`config.mk`:
```
export PLATFORM = sky130hd
export DESIGN_NAME = uart_regfile
export DESIGN_NICKNAME = d
export VERILOG_FILES = /design/src/rtl/uart_regfile.sv
export SDC_FILE = /design/constraint.sdc
export NUM_CORES = 1
export LEC_CHECK = 0
export ABC_AREA = 1
export CORE_AREA = 5 5 174 260
export CTS_CLUSTER_SIZE = 40
export DETAILED_ROUTE_END_ITERATION = 8
export DIE_AREA = 0 0 179 265
export SLEW_MARGIN = 20
export SYNTH_ARGS = -nofsm -noshare
export SYNTH_HDL_FRONTEND = slang
export SYNTH_SLANG_ARGS = --single-unit
export TNS_END_PERCENT = 1
```
`constraint.sdc`:
```
create_clock -name clk -period 3.9 [get_ports clk]
set_input_delay 0.39 -clock clk [delete_from_list [all_inputs] [get_ports clk]]
set_output_delay 0.39 -clock clk [all_outputs]
set_load 0.01 [all_outputs]
```
`src/rtl/uart_regfile.sv`:
```
module uart_regfile #(
  parameter int DEPTH = 16,
  parameter int DW    = 8
) (
  input  logic          clk,
  input  logic          rst_n,
  input  logic          bus_sel,
  input  logic          bus_wr,
  input  logic [5:0]    bus_addr,
  input  logic [31:0]   bus_wdata,
  output logic [31:0]   bus_rdata,
  output logic [DW-1:0] tx_data,
  output logic          tx_valid,
  input  logic          tx_ready,
  input  logic          tx_active,
  input  logic [DW-1:0] rx_data,
  input  logic          rx_valid,
  input  logic          rx_ferr,
  input  logic          rx_perr,
  input  logic          rx_brk,
  input  logic          rx_tmo,
  input  logic          cts_in,
  input  logic          dsr_in,
  input  logic          dcd_in,
  output logic [7:0]    line_cfg,
  output logic [15:0]   baud_div,
  output logic          uart_en,
  output logic          loop_en,
  output logic          irq
);
  localparam int AW = $clog2(DEPTH);
  localparam int CW = AW + 1;
  localparam logic [CW-1:0] FULL = CW'(DEPTH);

  logic [DW-1:0] tx_mem [DEPTH];
  logic [DW-1:0] rx_mem [DEPTH];
  logic [AW-1:0] tx_wp, tx_rp, rx_wp, rx_rp;
  logic [CW-1:0] tx_cnt, rx_cnt, rx_thr, tx_thr;
  logic [3:0]    sts;
  logic [7:0]    ctrl, div_hi, div_lo, line_r;
  logic          mis, rtis, cts_q;

  wire [3:0] widx   = bus_addr[5:2];
  wire wr_en        = bus_sel & bus_wr;
  wire rd_en        = bus_sel & ~bus_wr;
  wire tx_full      = (tx_cnt == FULL);
  wire tx_empty     = (tx_cnt == '0);
  wire rx_full      = (rx_cnt == FULL);
  wire rx_empty     = (rx_cnt == '0);
  wire tx_push      = wr_en && widx == 4'd0 && !tx_full;
  wire tx_pop       = tx_valid && tx_ready;
  wire rx_push      = rx_valid && !rx_full;
  wire rx_pop       = rd_en && widx == 4'd0 && !rx_empty;
  wire ris          = ctrl[4] && (rx_cnt >= rx_thr);
  wire tis          = ctrl[5] && (tx_cnt <= tx_thr);
  wire [3:0] iir    = {rtis, tis, ris, mis};
  wire busy         = !tx_empty || tx_active;
  wire [7:0] flags  = {tx_empty, rx_full, tx_full, rx_empty, busy, dcd_in, dsr_in, cts_in};

  assign tx_valid = ctrl[0] && !tx_empty;
  assign tx_data  = tx_mem[tx_rp];
  assign line_cfg = line_r;
  assign baud_div = {div_hi, div_lo};
  assign uart_en  = ctrl[0];
  assign loop_en  = ctrl[7];
  assign irq      = |iir;

  always_ff @(posedge clk) begin
    if (tx_push) tx_mem[tx_wp] <= bus_wdata[DW-1:0];
    if (rx_push) rx_mem[rx_wp] <= rx_data;
  end

  always_ff @(posedge clk or negedge rst_n) begin
    if (!rst_n) begin
      tx_wp <= '0; tx_rp <= '0; tx_cnt <= '0;
      rx_wp <= '0; rx_rp <= '0; rx_cnt <= '0;
      rx_thr <= CW'(1); tx_thr <= '0;
      sts <= '0; ctrl <= '0; div_hi <= '0; div_lo <= '0; line_r <= '0;
      mis <= 1'b0; rtis <= 1'b0; cts_q <= 1'b0;
    end else begin
      cts_q <= cts_in;
      if (tx_push) tx_wp <= tx_wp + 1'b1;
      if (tx_pop)  tx_rp <= tx_rp + 1'b1;
      tx_cnt <= tx_cnt + CW'(tx_push) - CW'(tx_pop);
      if (rx_push) rx_wp <= rx_wp + 1'b1;
      if (rx_pop)  rx_rp <= rx_rp + 1'b1;
      rx_cnt <= rx_cnt + CW'(rx_push) - CW'(rx_pop);
      sts <= ((wr_en && widx == 4'd1) ? 4'd0 : sts)
           | {rx_valid & rx_full, rx_valid & rx_brk, rx_valid & rx_perr, rx_valid & rx_ferr};
      mis  <= ((wr_en && widx == 4'd7) ? 1'b0 : mis)  | (ctrl[3] && cts_in != cts_q);
      rtis <= ((wr_en && widx == 4'd7) ? 1'b0 : rtis) | (ctrl[6] && rx_tmo);
      if (wr_en) begin
        case (widx)
          4'd2:  line_r <= bus_wdata[7:0];
          4'd3:  div_hi <= bus_wdata[7:0];
          4'd4:  div_lo <= bus_wdata[7:0];
          4'd5:  ctrl   <= bus_wdata[7:0] & 8'hF9;
          4'd14: rx_thr <= bus_wdata[CW-1:0];
          4'd15: tx_thr <= bus_wdata[CW-1:0];
          default: ;
        endcase
      end
    end
  end

  always_comb begin
    case (widx)
      4'd0:    bus_rdata = rx_empty ? 32'd0 : 32'(rx_mem[rx_rp]);
      4'd1:    bus_rdata = 32'(sts);
      4'd2:    bus_rdata = 32'(line_r);
      4'd3:    bus_rdata = 32'(div_hi);
      4'd4:    bus_rdata = 32'(div_lo);
      4'd5:    bus_rdata = 32'(ctrl);
      4'd6:    bus_rdata = 32'(flags);
      4'd7:    bus_rdata = 32'(iir);
      4'd14:   bus_rdata = 32'(rx_thr);
      4'd15:   bus_rdata = 32'(tx_thr);
      default: bus_rdata = 32'd0;
    endcase
  end

  AST_OVR_ON_FULL: assert property (@(posedge clk) disable iff (!rst_n)
    rx_valid && rx_full |=> sts[3]);
  AST_RX_KEEP_FULL: assert property (@(posedge clk) disable iff (!rst_n)
    rx_valid && rx_full && !rx_pop |=> rx_full);
  AST_TX_DROP_FULL: assert property (@(posedge clk) disable iff (!rst_n)
    wr_en && widx == 4'd0 && tx_full && !tx_pop |=> tx_full && $stable(tx_wp));
  AST_RX_POP_ONE: assert property (@(posedge clk) disable iff (!rst_n)
    rx_pop && !rx_valid |=> rx_cnt == $past(rx_cnt) - CW'(1));
  AST_STS_CLEAR: assert property (@(posedge clk) disable iff (!rst_n)
    wr_en && widx == 4'd1 && !rx_valid |=> sts == 4'd0);
  AST_CTS_LATCH: assert property (@(posedge clk) disable iff (!rst_n)
    ctrl[3] && cts_in != cts_q |=> irq);
  AST_TX_LEVEL_IRQ: assert property (@(posedge clk) disable iff (!rst_n)
    ctrl[5] && tx_cnt <= tx_thr |-> irq);
endmodule

```
Word-level counts from Yosys, hierarchy flattened
Memories as Yosys holds them, arrays and structs flattened.
Index checks and enable logic that the tools add are counted.

word-level totals
  flip-flop bits (word level) = 73
  bits in writable memories = 256
  input port bits = 60
  output and inout bits = 68
  memories kept = 2

operators by class
  bitwise gates (word level) = 10
  add/subtract/negate cells = 8
  mux-type cells = 9
  equal/unequal tests = 12
  $lt $le $gt $ge = 2
  reductions and logical operators = 28

memory list
  name    depth  bits a word  rd ports  clocked after memory_dff  wr ports  RTL line  text
  rx_mem  16     8            1         0                         1         36        logic [DW-1:0] rx_mem [DEPTH];
  tx_mem  16     8            1         0                         1         35        logic [DW-1:0] tx_mem [DEPTH];

operators by type and width
  kind                                            count
  case mux 8 bit (10 select lines)                1
  adder 4 x 1 -> 4 bit (second input constant)    4
  == test 4 x 3 -> 1 bit (second input constant)  4
  logical AND 1 bit                               13
  AND reduction 2 bit                             6
  adder 5 x 1 -> 5 bit                            2
  == test 5 bit (second input constant)           2
  zero test 5 bit                                 2
  subtractor 5 x 1 -> 5 bit                       2
  == test 4 x 2 -> 1 bit (second input constant)  2
  == test 4 bit (second input constant)           2
  two-way mux 8 bit                               1
  AND 1 bit                                       6
  two-way mux 1 bit                               6
  greater-or-equal comparator 5 bit               1
  <= comparator 5 bit                             1
  == test 4 x 1 -> 1 bit (second input constant)  1
  zero test 1 bit                                 4
  zero test 4 bit                                 1
  two-way mux 4 bit                               1
  OR 4 bit                                        1
  OR reduction 4 bit                              1
  OR 1 bit                                        2
  logical OR 1 bit                                1
  2 further kinds                                 2

Longest topological paths before layout
  depth after elaboration = 5
  mapped depth = 14

Worst setup path after synthesis
OpenSTA, ideal clock, no wires.

  path kind = flip-flop to flip-flop
  start point = reg tx_cnt[3]
  end point = reg tx_cnt[4]
  data required time = 3.772 ns
  setup slack = 1.504 ns
  clock period less this slack = 2.396 ns
  path buffers = 0
  stages on the path, launching flop included = 14
  data arrival time = 2.269 ns
  cell sequence = dfrtp_1 > inv_1 > ha_1 > nand4_1 > nand3_1 > inv_1 > ha_1 > inv_1 > ha_1 > inv_1 > fa_1 > o21ai_0 > a21oi_1 > xor2_1

on the way
  cells in the longest elaborated chain, start to end = 5
  elaborated cells between the ends (all ways) = 9

ends and longest elaborated chain
  what                       RTL line  text
  start: declaration         38        logic [CW-1:0] tx_cnt, rx_cnt, rx_thr, tx_thr;
  start signal: assignment   84        tx_cnt <= tx_cnt + CW'(tx_push) - CW'(tx_pop);
  zero test 5 bit            47        wire tx_empty = (tx_cnt == '0);
  zero test 1 bit            60        assign tx_valid = ctrl[0] && !tx_empty;
  logical AND 1 bit          60
  logical AND 1 bit          51        wire tx_pop = tx_valid && tx_ready;
  named net tx_pop           51
  subtractor 5 x 1 -> 5 bit  84

The timed path passes the listed nets, and every way through them passes these cells.
A chain may end at the register's enable or synchronous reset.

Final worst setup path
  start point = reg rx_rp[0]
  end point = out bus_rdata[7]

on the way
  cells in the longest elaborated chain, start to end = 3

ends and longest elaborated chain
  what                              RTL line  text
  start: declaration                37        logic [AW-1:0] tx_wp, tx_rp, rx_wp, rx_rp;
  start signal: assignment          86        if (rx_pop) rx_rp <= rx_rp + 1'b1;
  memory (16 x 8 bit)               n/a
  two-way mux 8 bit                 108       4'd0: bus_rdata = rx_empty ? 32'd0 : 32'(rx_mem[rx_rp]);
  case mux 8 bit (10 select lines)  107       case (widx)
  end: declaration                  11        output logic [31:0] bus_rdata,

Every way passes these cells.

==> results.md <==
* First DRT Iteration DRCs at 785
* Initial DRT Pass Iterations at 5
* CP max FO at 46
* Required @ worst endpoint at 3510 ps
* Relative slew margins at 35.97%
* Rows at 93
* Final Max Tran Viols at 0
* Yosys reg bits at 329
* FF-to-FF End: tx_cnt[4]$_DFF_PN0_
* Hold Crit Class: input port to asynchronous set/reset pin
* Worst Reg2Reg Path Length in Cells at 14
* Kind of critical path: register to output pin
* Status: finished clean
* RSZ-0062 raised after global routing: no
* Util after Layout at 40.33%
* Max-cap violations at 0
* I/O pin cnt at 128
* Setup Buffers After CTS at 0
* First-pass GRT wire length at 57130 um
* Synth area leaders: edfxtp_1 52%, dfrtp_1 12%, nand2_1 9.0%
* R2R Setup Slk at 1120 ps
* Initial core utilization at 34.45%
* Crit. path cell count at 11
* Clock transition at path regs at 60 ps
* Antenna diodes at 0
* Die ar. at 0.04744 mm^2
* Final setup fails at 0
* Clock Sinks at 329
* Min Tclk post-route at 3447 ps
* WP data arrival at 3060 ps
* Critical R2R Launch: tx_cnt[2]$_DFF_PN0_
* Global-route usage over all layers at 15.58%
* DRC viols at 0
* Dominant synthesized flop cell: edfxtp_1
* Total power at 11.47 mW
* Biggest area consumer among synthesized cells: edfxtp_1
* Area taken by multi-input logic gates at 0.004370 mm^2
* Top cell by count, worst path: nand2_1
* Cell Area, Synth at 0.01471 mm^2
* Slew @ Worst Pin at 960.4 ps
* Clock Latency Late Sink at 520 ps
* Power Density at 666.2 mW/mm^2
* Syn Inst Count at 1414
* Die height at 265 um
* Layout area overhead at 17.07%
* Max IR drop VDD at 0.0004332 V
* Max frequency at 0.2901 GHz
* FFs w/ async S/R, synth at 22.19%
* Fillers at 4114
* Post-synth EDFFs at 256
* Post-synth top area share at 52.25%
* Total negative slack at 0 ps
* Worst Clk Skew at 18.19 ps
* Final hold vios at 0
* Worst hold slack at 15.55 ps
* Global route overflow at 0
* Initial antenna violation count at 0
* Nets at 1590
* Post-CTS sizing at 0
* Sequential share of the synthesized area at 64.67%
* CP cell instances: inv_2 > buf_12 > nand2_1 > nand3_1 > nand3_1 > nand2_1 > nand2_1 > nand2_1 > nand2_1 > nand2_1 > clkdlybuf4s50_1
* Dpl hpwl at 26040 um
* Register area at 0.009518 mm^2
* Period utilization at 88.40%
* Setup crit end: bus_rdata[7]
* Delay-heaviest family, CP: buffers and inverters
* Antenna Nets Post-Route at 0
* I/O Buffers at 77
* Routed WL per cell at 17.77 um
* RePlAce Congestion at 0.8360
* CP bufs+invs at 3
* Core ar. at 0.04270 mm^2
* Worst setup EP type: output pin
* Routed WL at 37140 um
* Vias in the first global route at 10.05k
* P_leak at 6.780 nW
* Slowest CP cell: dfrtp_2
* Critical Path Start Type: register
* TritonCTS clock tree: done
* Max stage delay on crit path at 570 ps
* Number of buffers inserted by hold repair at cts at 0
* Worst setup path start: rx_rp[0]$_DFFE_PN0P_
* H-tree depth at 2
* Avg Inst Size Synth at 10.41 um^2
* Num CTS Buffers at 34
* Post-DR vias/cell at 4.786
* Pin count of the biggest net entering global routing at 74
* Layout cells sized above 1 at 7.697%
* Yosys cell types at 33
* Vias at 10.00k
* Yosys warns at 0
* Die W at 179 um
* Clock Path Buffers at 3
* Clock root buffer: clkbuf_16
==> power by group <==
group / leakage (nW) / switching, mW / internal (mW) / total [mW]
Sequential: 3.19 / 0.306 / 4.15 / 4.45
Combinational: 3.02 / 2.31 / 1.29 / 3.60
Clock: 0.565 / 1.34 / 2.08 / 3.42
Total: 6.78 / 3.96 / 7.52 / 11.5
==> area by class of cell <==
| type | instances | area share, % |
|---|---|---|
| flip-flops and latches | 329 | 55.26 |
| repair buffers | 101 | 5.652 |
| inverters | 127 | 2.768 |
| well taps | 570 | 4.141 |
| multi-input cells | 903 | 25.37 |
| clock buffers | 46 | 5.615 |
| clock inverters | 14 | 1.191 |
==> per-stage QoR <==
step	instances	setup slack, ps	area, um^2
after floorplan	1437	1504	14800
after CTS	2090	432.8	17220
after detailed placement	2030	637.8	16050
final	2090	452.6	17220
after global routing	2090	241.5	17220
after global placement	2030	649.2	16050
==> how the worst min path moves through the flow <==
stage	from	endpoint	cells after the start
floorplan	rst_n	ctrl[0]$_DFFE_PN0P_	0
global placement	tx_thr[4]$_DFFE_PN0P_	tx_thr[4]$_DFFE_PN0P_	2
detailed placement	tx_thr[1]$_DFFE_PN0P_	tx_thr[1]$_DFFE_PN0P_	2
CTS	rst_n	div_hi[0]$_DFFE_PN0P_	1
global route	rst_n	div_lo[0]$_DFFE_PN0P_	1
finish	rst_n	div_lo[2]$_DFFE_PN0P_	1
==> cells by family after synthesis <==
group | count (synthesis) | synth area share [%]
other | 1 | 0.02549
buffers and inverters | 205 | 6.208
and+or+nand+nor | 654 | 18.35
xor gates and xnor gates | 19 | 1.131
adders and majority gates | 34 | 2.993
DFF | 329 | 64.67
AOI/OAI and AO/OA | 172 | 6.616
==> flip-flops by register name, summed over array words and instances, names as in the netlist, 5 cells and up <==
| name | flops |
|---|---|
| rx_mem | 128 |
| tx_mem | 128 |
| div_hi | 8 |
| div_lo | 8 |
| line_cfg | 8 |
| ctrl | 6 |
| rx_cnt | 5 |
| rx_thr | 5 |
| tx_cnt | 5 |
| tx_thr | 5 |
==> cells in the mapped netlist (24+ instances only) <==
master / n
nor2_1: 152
buf_4: 24
nand3_1: 128
o211ai_1: 32
o21ai_0: 87
o21ai_1: 32
buf_2: 31
edfxtp_1: 256
dfrtp_1: 72
inv_1: 111
nand2_1: 351
ha_1: 32
==> placed cells by master (no fill, tap or decap), drive strengths merged, types with 5 or more instances in the layout <==
master / Yosys / routed
edfxtp: 256 / 256
dfrtp: 72 / 72
buf: 61 / 25
o21ai: 127 / 127
xor2: 16 / 16
clkdlybuf4s50: 0 / 76
conb: 1 / 24
nor2: 158 / 158
a21oi: 11 / 11
bufinv: 0 / 5
clkinv: 3 / 7
ha: 32 / 32
o211ai: 32 / 32
nand3: 129 / 129
nand2: 358 / 358
clkbuf: 17 / 46
inv: 124 / 126
nand4: 7 / 7
==> layer usage <==
layer,global-route usage [%],vias up,wire length (um)
met5,0,-,0
met4,7.474,0,1927
met3,2.981,96,1772
met2,28.10,245,19600
met1,17.42,4788,13840
li1,-,4873,-
Note: power is estimated with default switching activity, not from simulation.
